`config.mk`:
```
export PLATFORM = sky130hd
export DESIGN_NAME = xt_ide_bridge
export DESIGN_NICKNAME = d
export VERILOG_FILES = /design/src/rtl/ide_br_pkg.sv /design/src/rtl/ide_br_decode.sv /design/src/rtl/ide_br_latch.sv /design/src/rtl/ide_br_timer.sv /design/src/rtl/xt_ide_bridge.sv
export SDC_FILE = /design/constraint.sdc
export NUM_CORES = 1
export LEC_CHECK = 0
export ABC_AREA = 0
export BUFFER_PORTS_ARGS = -buffer_cell sky130_fd_sc_hd__buf_2
export CORE_UTILIZATION = 50
export DETAILED_ROUTE_END_ITERATION = 6
export PLACE_DENSITY = 0.79
export SETUP_SLACK_MARGIN = 0.3
export SYNTH_ARGS = -nofsm -noshare
export SYNTH_HDL_FRONTEND = slang
export SYNTH_SLANG_ARGS = --single-unit
export TNS_END_PERCENT = 100
```
`constraint.sdc`:
```
create_clock -name clk -period 2 [get_ports clk]
set_input_delay 0 -clock clk [delete_from_list [all_inputs] [get_ports clk]]
set_output_delay 0 -clock clk [all_outputs]
set_load 0.02 [all_outputs]
```
`src/rtl/ide_br_pkg.sv`:
```
package ide_br_pkg;
  typedef enum logic [2:0] {
    K_NONE  = 3'd0,
    K_DATA  = 3'd1,
    K_CMD   = 3'd2,
    K_CTL   = 3'd3,
    K_LATCH = 3'd4
  } acc_kind_t;

  typedef enum logic [1:0] {
    S_IDLE = 2'd0,
    S_XFER = 2'd1,
    S_DONE = 2'd2
  } seq_state_t;
endpackage

```
`src/rtl/ide_br_decode.sv`:
```
module ide_br_decode
  import ide_br_pkg::*;
#(
  parameter int ADDR_W = 10,
  parameter logic [ADDR_W-1:0] BASE = 10'h300
) (
  input  logic [ADDR_W-1:0] addr,
  output acc_kind_t         kind,
  output logic [2:0]        reg_sel
);
  logic       in_win;
  logic [3:0] off;

  assign in_win = (addr[ADDR_W-1:4] == BASE[ADDR_W-1:4]);
  assign off    = addr[3:0];

  always_comb begin
    kind    = K_NONE;
    reg_sel = 3'd0;
    if (in_win) begin
      if (off == 4'h0) begin
        kind = K_DATA;
      end else if (off < 4'h8) begin
        kind    = K_CMD;
        reg_sel = off[2:0];
      end else if (off == 4'h8) begin
        kind = K_LATCH;
      end else if (off >= 4'hE) begin
        kind    = K_CTL;
        reg_sel = {2'b11, off[0]};
      end
    end
  end
endmodule

```
`src/rtl/ide_br_latch.sv`:
```
module ide_br_latch (
  input  logic       clk,
  input  logic       rst_n,
  input  logic       cap_en,
  input  logic [7:0] cap_val,
  input  logic       load_en,
  input  logic [7:0] load_val,
  output logic [7:0] rd_hi,
  output logic [7:0] wr_hi
);
  always_ff @(posedge clk or negedge rst_n) begin
    if (!rst_n) begin
      rd_hi <= 8'h00;
      wr_hi <= 8'h00;
    end else begin
      if (cap_en)  rd_hi <= cap_val;
      if (load_en) wr_hi <= load_val;
    end
  end
endmodule

```
`src/rtl/ide_br_timer.sv`:
```
module ide_br_timer #(
  parameter int STROBE_CYC = 3
) (
  input  logic clk,
  input  logic rst_n,
  input  logic start,
  output logic last
);
  localparam int CNT_W = (STROBE_CYC > 1) ? $clog2(STROBE_CYC) : 1;
  localparam logic [CNT_W-1:0] LOAD = CNT_W'(STROBE_CYC - 1);

  logic [CNT_W-1:0] cnt;
  logic             active;

  always_ff @(posedge clk or negedge rst_n) begin
    if (!rst_n) begin
      cnt    <= '0;
      active <= 1'b0;
    end else if (start) begin
      cnt    <= LOAD;
      active <= 1'b1;
    end else if (active) begin
      if (cnt == '0) active <= 1'b0;
      else           cnt    <= cnt - 1'b1;
    end
  end

  assign last = active && (cnt == '0);
endmodule

```
`src/rtl/xt_ide_bridge.sv`:
```
module xt_ide_bridge
  import ide_br_pkg::*;
#(
  parameter int ADDR_W = 10,
  parameter logic [ADDR_W-1:0] BASE = 10'h300,
  parameter int STROBE_CYC = 3
) (
  input  logic              clk,
  input  logic              rst_n,
  input  logic              host_valid,
  input  logic              host_we,
  input  logic [ADDR_W-1:0] host_addr,
  input  logic [7:0]        host_wdata,
  output logic              host_ready,
  output logic [7:0]        host_rdata,
  output logic              dev_rst_n,
  output logic [2:0]        dev_addr,
  output logic              dev_cs0_n,
  output logic              dev_cs1_n,
  output logic              dev_rd_n,
  output logic              dev_wr_n,
  output logic [15:0]       dev_wdata,
  input  logic [15:0]       dev_rdata
);
  seq_state_t state;
  acc_kind_t  dec_kind, r_kind;
  logic [2:0] dec_reg, r_reg;
  logic       r_we;
  logic [7:0] r_wbyte, rdata_q;
  logic [7:0] rd_hi, wr_hi;
  logic       accept, dev_acc, t_last, in_xfer;
  logic       cap_en, load_en;

  ide_br_decode #(.ADDR_W(ADDR_W), .BASE(BASE)) u_dec (
    .addr(host_addr), .kind(dec_kind), .reg_sel(dec_reg)
  );

  assign accept  = (state == S_IDLE) && host_valid;
  assign dev_acc = (dec_kind == K_DATA) || (dec_kind == K_CMD) || (dec_kind == K_CTL);
  assign in_xfer = (state == S_XFER);

  ide_br_timer #(.STROBE_CYC(STROBE_CYC)) u_tmr (
    .clk(clk), .rst_n(rst_n), .start(accept && dev_acc), .last(t_last)
  );

  assign cap_en  = in_xfer && t_last && !r_we && (r_kind == K_DATA);
  assign load_en = accept && host_we && (dec_kind == K_LATCH);

  ide_br_latch u_lat (
    .clk(clk), .rst_n(rst_n),
    .cap_en(cap_en), .cap_val(dev_rdata[15:8]),
    .load_en(load_en), .load_val(host_wdata),
    .rd_hi(rd_hi), .wr_hi(wr_hi)
  );

  always_ff @(posedge clk or negedge rst_n) begin
    if (!rst_n) begin
      state   <= S_IDLE;
      r_kind  <= K_NONE;
      r_reg   <= 3'd0;
      r_we    <= 1'b0;
      r_wbyte <= 8'h00;
      rdata_q <= 8'h00;
    end else begin
      case (state)
        S_IDLE: if (host_valid) begin
          r_kind  <= dec_kind;
          r_reg   <= dec_reg;
          r_we    <= host_we;
          r_wbyte <= host_wdata;
          if (dev_acc) begin
            state <= S_XFER;
          end else begin
            state   <= S_DONE;
            rdata_q <= (dec_kind == K_LATCH && !host_we) ? rd_hi : 8'h00;
          end
        end
        S_XFER: if (t_last) begin
          state   <= S_DONE;
          rdata_q <= r_we ? 8'h00 : dev_rdata[7:0];
        end
        default: state <= S_IDLE;
      endcase
    end
  end

  assign host_ready = (state == S_DONE);
  assign host_rdata = host_ready ? rdata_q : 8'h00;
  assign dev_rst_n  = rst_n;
  assign dev_addr   = in_xfer ? r_reg : 3'd0;
  assign dev_cs0_n  = !(in_xfer && r_kind != K_CTL);
  assign dev_cs1_n  = !(in_xfer && r_kind == K_CTL);
  assign dev_rd_n   = !(in_xfer && !r_we);
  assign dev_wr_n   = !(in_xfer && r_we);
  assign dev_wdata  = !(in_xfer && r_we) ? 16'h0000 :
                      (r_kind == K_DATA) ? {wr_hi, r_wbyte} : {8'h00, r_wbyte};
endmodule

```
==> results of run 1 <==
cells by family (layout without fill, tap and decap cells):
logic type               after synthesis  count (layout)
AO/OA/AOI/OAI                         21              22
XOR/XNOR                               1               1
adder cells (fa/ha/maj)                1               1
buffers and inverters                 14             116
flip-flops                            44              44
multiplexers                          24              24
AND/OR/NAND/NOR                      107             107
metal layers:
layer,up-vias,wire [µm]
met5,-,0
met3,6,308
met2,63,2900
met1,903,2360
li1,929,-
met4,0,66
stage by stage:
stage,utilization,cells
6_report,0.746,365
5_1_grt,0.746,365
4_1_cts,0.731,360
3_5_place_dp,0.647,332
3_3_place_gp,0.647,332
2_1_floorplan,-,212
where the power goes:
part / total, mW / switching, mW / internal, mW / leakage (nW)
clock network: 0.670 / 0.299 / 0.371 / 0.0552
registers: 0.955 / 0.0247 / 0.931 / 0.596
logic: 0.268 / 0.143 / 0.125 / 0.967
total: 1.89 / 0.467 / 1.43 / 1.62
what timing repair did:
item	in CTS	in global routing
setup buffers	2	5
cloned	1	0
hold buffers	17	0
pin swaps	3	3
hold endpoints to repair	39	0
endpoints found under the setup margin	32	28
resized for setup	5	8
cells in the final DEF, fill, tap and decap left out, types with 3 or more instances in the layout:
master          n
dlygate4sd3_1  17
nand2_2         3
mux2_2         22
nand2b_1        4
buf_2          69
inv_1           3
and3_1          8
nand4b_1        8
clkbuf_8        5
buf_4          15
and2_1         20
nand2_1        45
dfrtp_1        43
nand3_1         3
o21ai_0        12
layout make-up:
cell class / count / area (µm²) / area share
Inverter: 4 / 15.0 / 0.00489
Timing Repair Buffer: 104 / 679 / 0.221
Clock inverter: 2 / 35.0 / 0.0114
Tap cell: 50 / 62.6 / 0.0204
Sequential cell: 44 / 1100 / 0.359
Multi-Input combinational cell: 155 / 1100 / 0.360
Clock buffer: 6 / 72.6 / 0.0236
worst paths after layout:
check | from | to | slack (ns)
worst max-delay path | state[0] | u_lat.wr_hi[5] | 0.32
worst min-delay path | host_addr[0] | r_reg[0] | 0.005
worst max register to register | state[0] | u_lat.wr_hi[5] | 0.32
worst min register to register | r_wbyte[7] | r_wbyte[7] | 0.47
max in group asynchronous | rst_n | state[0] | 1.12
min in group asynchronous | rst_n | rdata_q[7] | 0.15
==> impl_metrics.tcl, run 1 <==
set metrics [dict create \
    max-vdd-ir-drop_uv 438 \
    numCtsBuffers 5 \
    maxCapViolations 0 \
    critical_path_cell_by_cell "or3b_4 -> nor3_4 -> buf_12 -> mux2_2" \
    post_layout_nets 353 \
    initial_antenna_violation_count 0 \
    post_synth_instance_area_um2 2210 \
    worst_pin_slew_ns 0.441 \
    crit_arrival_ns 1.86 \
    fmax_mhz 595 \
    die-height_um 68.5 \
    path_class "register to register" \
    non_filler_cell_area_final_um2 3070 \
    synthesis.nets 251 \
    grt_setup_unrepaired "yes" \
    detailroute.via_count 1901 \
    setup_viols_final 0 \
    yosysSeqAreaShare 0.499 \
    chipWidth_um 68.5 \
    asyncSetResetFlopFracSynth 1.00 \
    synth.avg_cell_area_um2 10.4 \
    final_gp_congestion 0.866 \
    boundaryPins 71 \
    die-area_um2 4690 \
    cpMaxStageDelayCell "dfrtp_2" \
    totalPowerFinal_mw 1.89 \
    netlist_top_cells_area "dfrtp_1 (50%), mux2_2 (12%), nand2_1 (8.0%)" \
    cts_tree "built" \
    portBuffers 70 \
    cts_num_sinks 44 \
    grt-ovfl-total 0 \
    wirelength_routed_um 5640 \
    synth_top_cell_by_area "dfrtp_1" \
    floorplan.initialDensity 0.537 \
    max_slew_margin 0.706 \
    period_share 0.841 \
    fin_setup_tns_ns 0 \
    worstPathBufferInverterCount 1 \
    setup_ws_ns 0.319 \
    synth.distinct_cells 40 \
    synthTopCellsByCount "nand2_1 (47), dfrtp_1 (44), mux2_2 (23)" \
    final.min_clock_period_ns 1.68 \
    core.rowCount 23 \
    slowest_delay_ns 0.44 \
    synth_enable_flop_cells 0 \
    global_route.usage.met1 0.321 \
    drive_above_1_share 0.435 \
    layout.filler_cells 280 \
    synth.top_cell.area_share 0.499 \
    synth_flop_type "dfrtp_1" \
    preCtsSetupSlack_ns 0.188 \
    finalHoldViolCount 0 \
    post-synth-top-count-cell "nand2_1" \
    compound_cell_area_share_of_the_yosys_netlist 0.0635 \
    synth.yosys.warnings 0 \
    synthAdderAreaFrac 0.00567 \
    reported_leakage_power_nw 1.62 \
    global_route.usage.met3 0.0617 \
    layout-area-overhead-vs-synth_pct 39.1 \
    outcome "complete, no violations" \
    post_drt_via_cell_ratio 5.21 \
    critical_path.endpoint_type "register" \
    grt_util_met2 0.431 \
    postPlaceCellArea_um2 2660 \
    post-route-drc-count 0 \
    cts.root.buffer_cell "clkbuf_8" \
    first_pass_iters 4 \
    depth_of_the_worst_register_to_register_path 4 \
    worst_path_dominant_cell_family "simple AND/OR/NAND/NOR gates" \
    worstSkewPairLatency_ns 0.30 \
    synth_xor_area_frac 0.00397 \
    place_hpwl_um 3710 \
    grt.total_usage 0.257 \
    worstPathMaxFanout 8 \
    worst_ep_required_time_ns 2.18 \
    worstSetupPathDepth 4 \
    initialDrtViolationCount 123 \
    hp-class "input pin to register" \
    core_um2 4120 \
    finClkSkew_ns 0.0104 \
    insertedDiodeCount 0 \
    clk_pin_slew_worst_paths_ns 0.09 \
    wire_length_of_the_first_global_routing_pass_um 8420 \
    top_usage_layer "met2" \
    synth.ff_latch_count 44 \
    cellPowerDensity_nw_per_um2 617 \
    worst_setup_path_start_kind "register" \
    worst_hold_slack_ns 0.00543 \
    grt_max_degree 30 \
    clk_path_buf_depth 2 \
    synthesis.instances 212 \
    detail_route.wl_per_cell_um 15.4 \
    holdPathStages 2 \
    synth.mux.area_fraction 0.122 \
    htree_num_levels 2 \
    vias_in_the_first_global_route 1791 \
    synth_top_family_by_area "simple AND/OR/NAND/NOR gates" \
    postRouteAntennaNets 0 \
    timing.final.max_slew_violations 0 \
    post_synth_and_or_nand_nor_area_fraction 0.279 \
]
(Power assumes the default switching activity.)
==> run 2, diff against run 1 <==
--- a/config.mk
+++ b/config.mk
@@ -7,9 +7,9 @@
 export LEC_CHECK = 0
 export ABC_AREA = 0
 export BUFFER_PORTS_ARGS = -buffer_cell sky130_fd_sc_hd__buf_2
-export CORE_UTILIZATION = 50
+export CORE_UTILIZATION = 46
 export DETAILED_ROUTE_END_ITERATION = 6
-export PLACE_DENSITY = 0.79
+export PLACE_DENSITY = 0.76
 export SETUP_SLACK_MARGIN = 0.3
 export SYNTH_ARGS = -nofsm -noshare
 export SYNTH_HDL_FRONTEND = slang
==> constraint.sdc (replaced) <==
create_clock -name clk -period 1.54 [get_ports clk]
set_input_delay 0 -clock clk [delete_from_list [all_inputs] [get_ports clk]]
set_output_delay 0 -clock clk [all_outputs]
set_load 0.02 [all_outputs]
==> run 2 against run 1 <==
Compared with the run above:
- the flow now finishes with violations (design-rule violations, negative setup slack)
- first-iteration DRC count grew 93%
- critical path depth is 2 higher
- final area is 29% higher
- register-to-register slack lost 0.61 ns
- utilization is 14 points higher
- routed wire length rose by 70%
- worst hold slack better by 0.042 ns
- power is 42% higher
==> impl_metrics.tcl, run 2 (synthesis results as in run 1) <==
set metrics [dict create \
    rr_endpoint "u_lat.rd_hi[0]" \
    combinationalPowerShare 0.231 \
    preCtsSetupSlack_ns -0.135 \
    grt_max_degree 28 \
    die-area_um2 5080 \
    wirelength_routed_um 9590 \
    hp-class "input pin to register" \
    first_pass_iters 7 \
    finalHoldViolCount 0 \
    maxCapViolations 0 \
    worst_pin_slew_ns 0.431 \
    grt_setup_unrepaired "yes" \
    clockPowerShare 0.295 \
    max-vdd-ir-drop_uv 705 \
    fin_util 0.887 \
    worst_setup_path_start_kind "register" \
    post_layout_nets 383 \
    initialDrtViolationCount 238 \
    reported_leakage_power_nw 1.97 \
    p_sw_uw 855 \
    cts_num_sinks 44 \
    setup_viols_final 62 \
    place_hpwl_um 3780 \
    worstPathMaxFanout 8 \
    cts.root.buffer_cell "clkbuf_8" \
    path_class "register to register" \
    cellPowerDensity_nw_per_um2 678 \
    non_filler_cell_area_final_um2 3970 \
    final_gp_congestion 0.814 \
    detailroute.via_count 2430 \
    timing.final.max_slew_violations 0 \
    post-route-drc-count 2 \
    post_drt_via_cell_ratio 6.12 \
    max_slew_margin 0.712 \
    r2r_startpoint "state[0]" \
    fin_setup_tns_ns -7.98 \
    depth_of_the_worst_register_to_register_path 6 \
    numCtsBuffers 5 \
    power.internal_mw 1.84 \
    worstSkewPairLatency_ns 0.32 \
    final.min_clock_period_ns 1.83 \
    core.rowCount 24 \
    initial_antenna_violation_count 0 \
    layout.cells.most_common_list "buf_6 (49), dfrtp_1 (44), buf_2 (37)" \
    cts_tree "built" \
    chipWidth_um 71.3 \
    crit_arrival_ns 2.03 \
    grt-ovfl-total 0 \
    power.sequential.fraction 0.474 \
    period_share 1.19 \
    grt.total_usage 0.341 \
    setup_ws_ns -0.291 \
    reg2reg_slack_ns -0.29 \
    dp_cells 346 \
    worst_ep_required_time_ns 1.74 \
    detail_route.wl_per_cell_um 24.1 \
    layout-area-overhead-vs-synth_pct 79.8 \
    vias_in_the_first_global_route 2395 \
    layout.filler_cells 158 \
    htree_num_levels 2 \
    startpoint "state[0]" \
    clk_pin_slew_worst_paths_ns 0.10 \
    wire_length_of_the_first_global_routing_pass_um 12800 \
    worst_setup_path_endpoint "u_lat.rd_hi[0]" \
    portBuffers 70 \
    postRouteAntennaNets 0 \
    core_um2 4470 \
    final-instance-count-excl-fill 397 \
    boundaryPins 71 \
    finClkSkew_ns 0.0171 \
    switching_part_of_the_total 0.318 \
    totalPowerFinal_mw 2.69 \
    drive_above_1_share 0.675 \
    floorplan.initialDensity 0.494 \
    postPlaceCellArea_um2 2830 \
    failed_checks "design-rule violations, negative setup slack" \
    critical_path.endpoint_type "register" \
    outcome "finished, violations left" \
    die-height_um 71.3 \
    clk_path_buf_depth 2 \
    worst_hold_slack_ns 0.0479 \
    fmax_mhz 546 \
    mostFrequentLayoutCell "buf_6" \
    insertedDiodeCount 0 \
]
==> run 2: power groups by stage <==
stage          logic (mW)  clock network [mW]  registers (mW)
2_1_floorplan       0.163                   0            1.26
3_3_place_gp        0.306                   0            1.26
3_5_place_dp        0.315                   0            1.26
4_1_cts             0.495               0.753            1.25
5_1_grt             0.649               0.828            1.28
6_report            0.621               0.794            1.28
==> run 2: area by class of cell <==
type                    count  area, µm²  area share
well taps                  52       65.1      0.0164
flip-flops and latches     44       1100       0.277
repair buffers            134       1240       0.312
clock inverters             3       23.8     0.00599
clock buffers               5       68.8      0.0173
inverters                   4       15.0     0.00378
multi-input cells         155       1460       0.367
==> run 2: metal layers <==
| layer | wire [µm] | global-route usage | share of wire |
|---|---|---|---|
| met1 | 3720 | 0.406 | 0.39 |
| met3 | 735 | 0.0985 | 0.077 |
| met4 | 476 | 0.178 | 0.050 |
| met2 | 4650 | 0.563 | 0.49 |
| met5 | 0 | 0 | 0 |
==> run 2: how the worst min path moves through the flow <==
stage | startpoint | to | slack, ns | cells past startpoint
floorplan | rst_n | r_kind[0] | -0.30 | 0
global placement | rst_n | u_lat.rd_hi[6] | -0.03 | 1
detailed placement | rst_n | u_lat.rd_hi[6] | -0.02 | 1
CTS | host_addr[1] | r_reg[1] | 0.002 | 3
global route | dev_rdata[3] | rdata_q[3] | 0.09 | 4
finish | dev_rdata[3] | rdata_q[3] | 0.05 | 4
==> run 2: repair_timing <==
action,4_1_cts,5_1_grt
gates resized for setup,148,50
setup endpoints to repair,74,77
pin swaps,40,30
buffers inserted,16,3
hold buffers,19,1
gates cloned,3,1
endpoints found under the hold margin,43,1
==> run 2: critical path: stages (launching register included) <==
cell and delay [ns]:
dfrtp_1 0.42, buf_6 0.14, nor3b_4 0.29, inv_2 0.12, nor3_4 0.24, buf_12 0.16
mux2_2 0.34
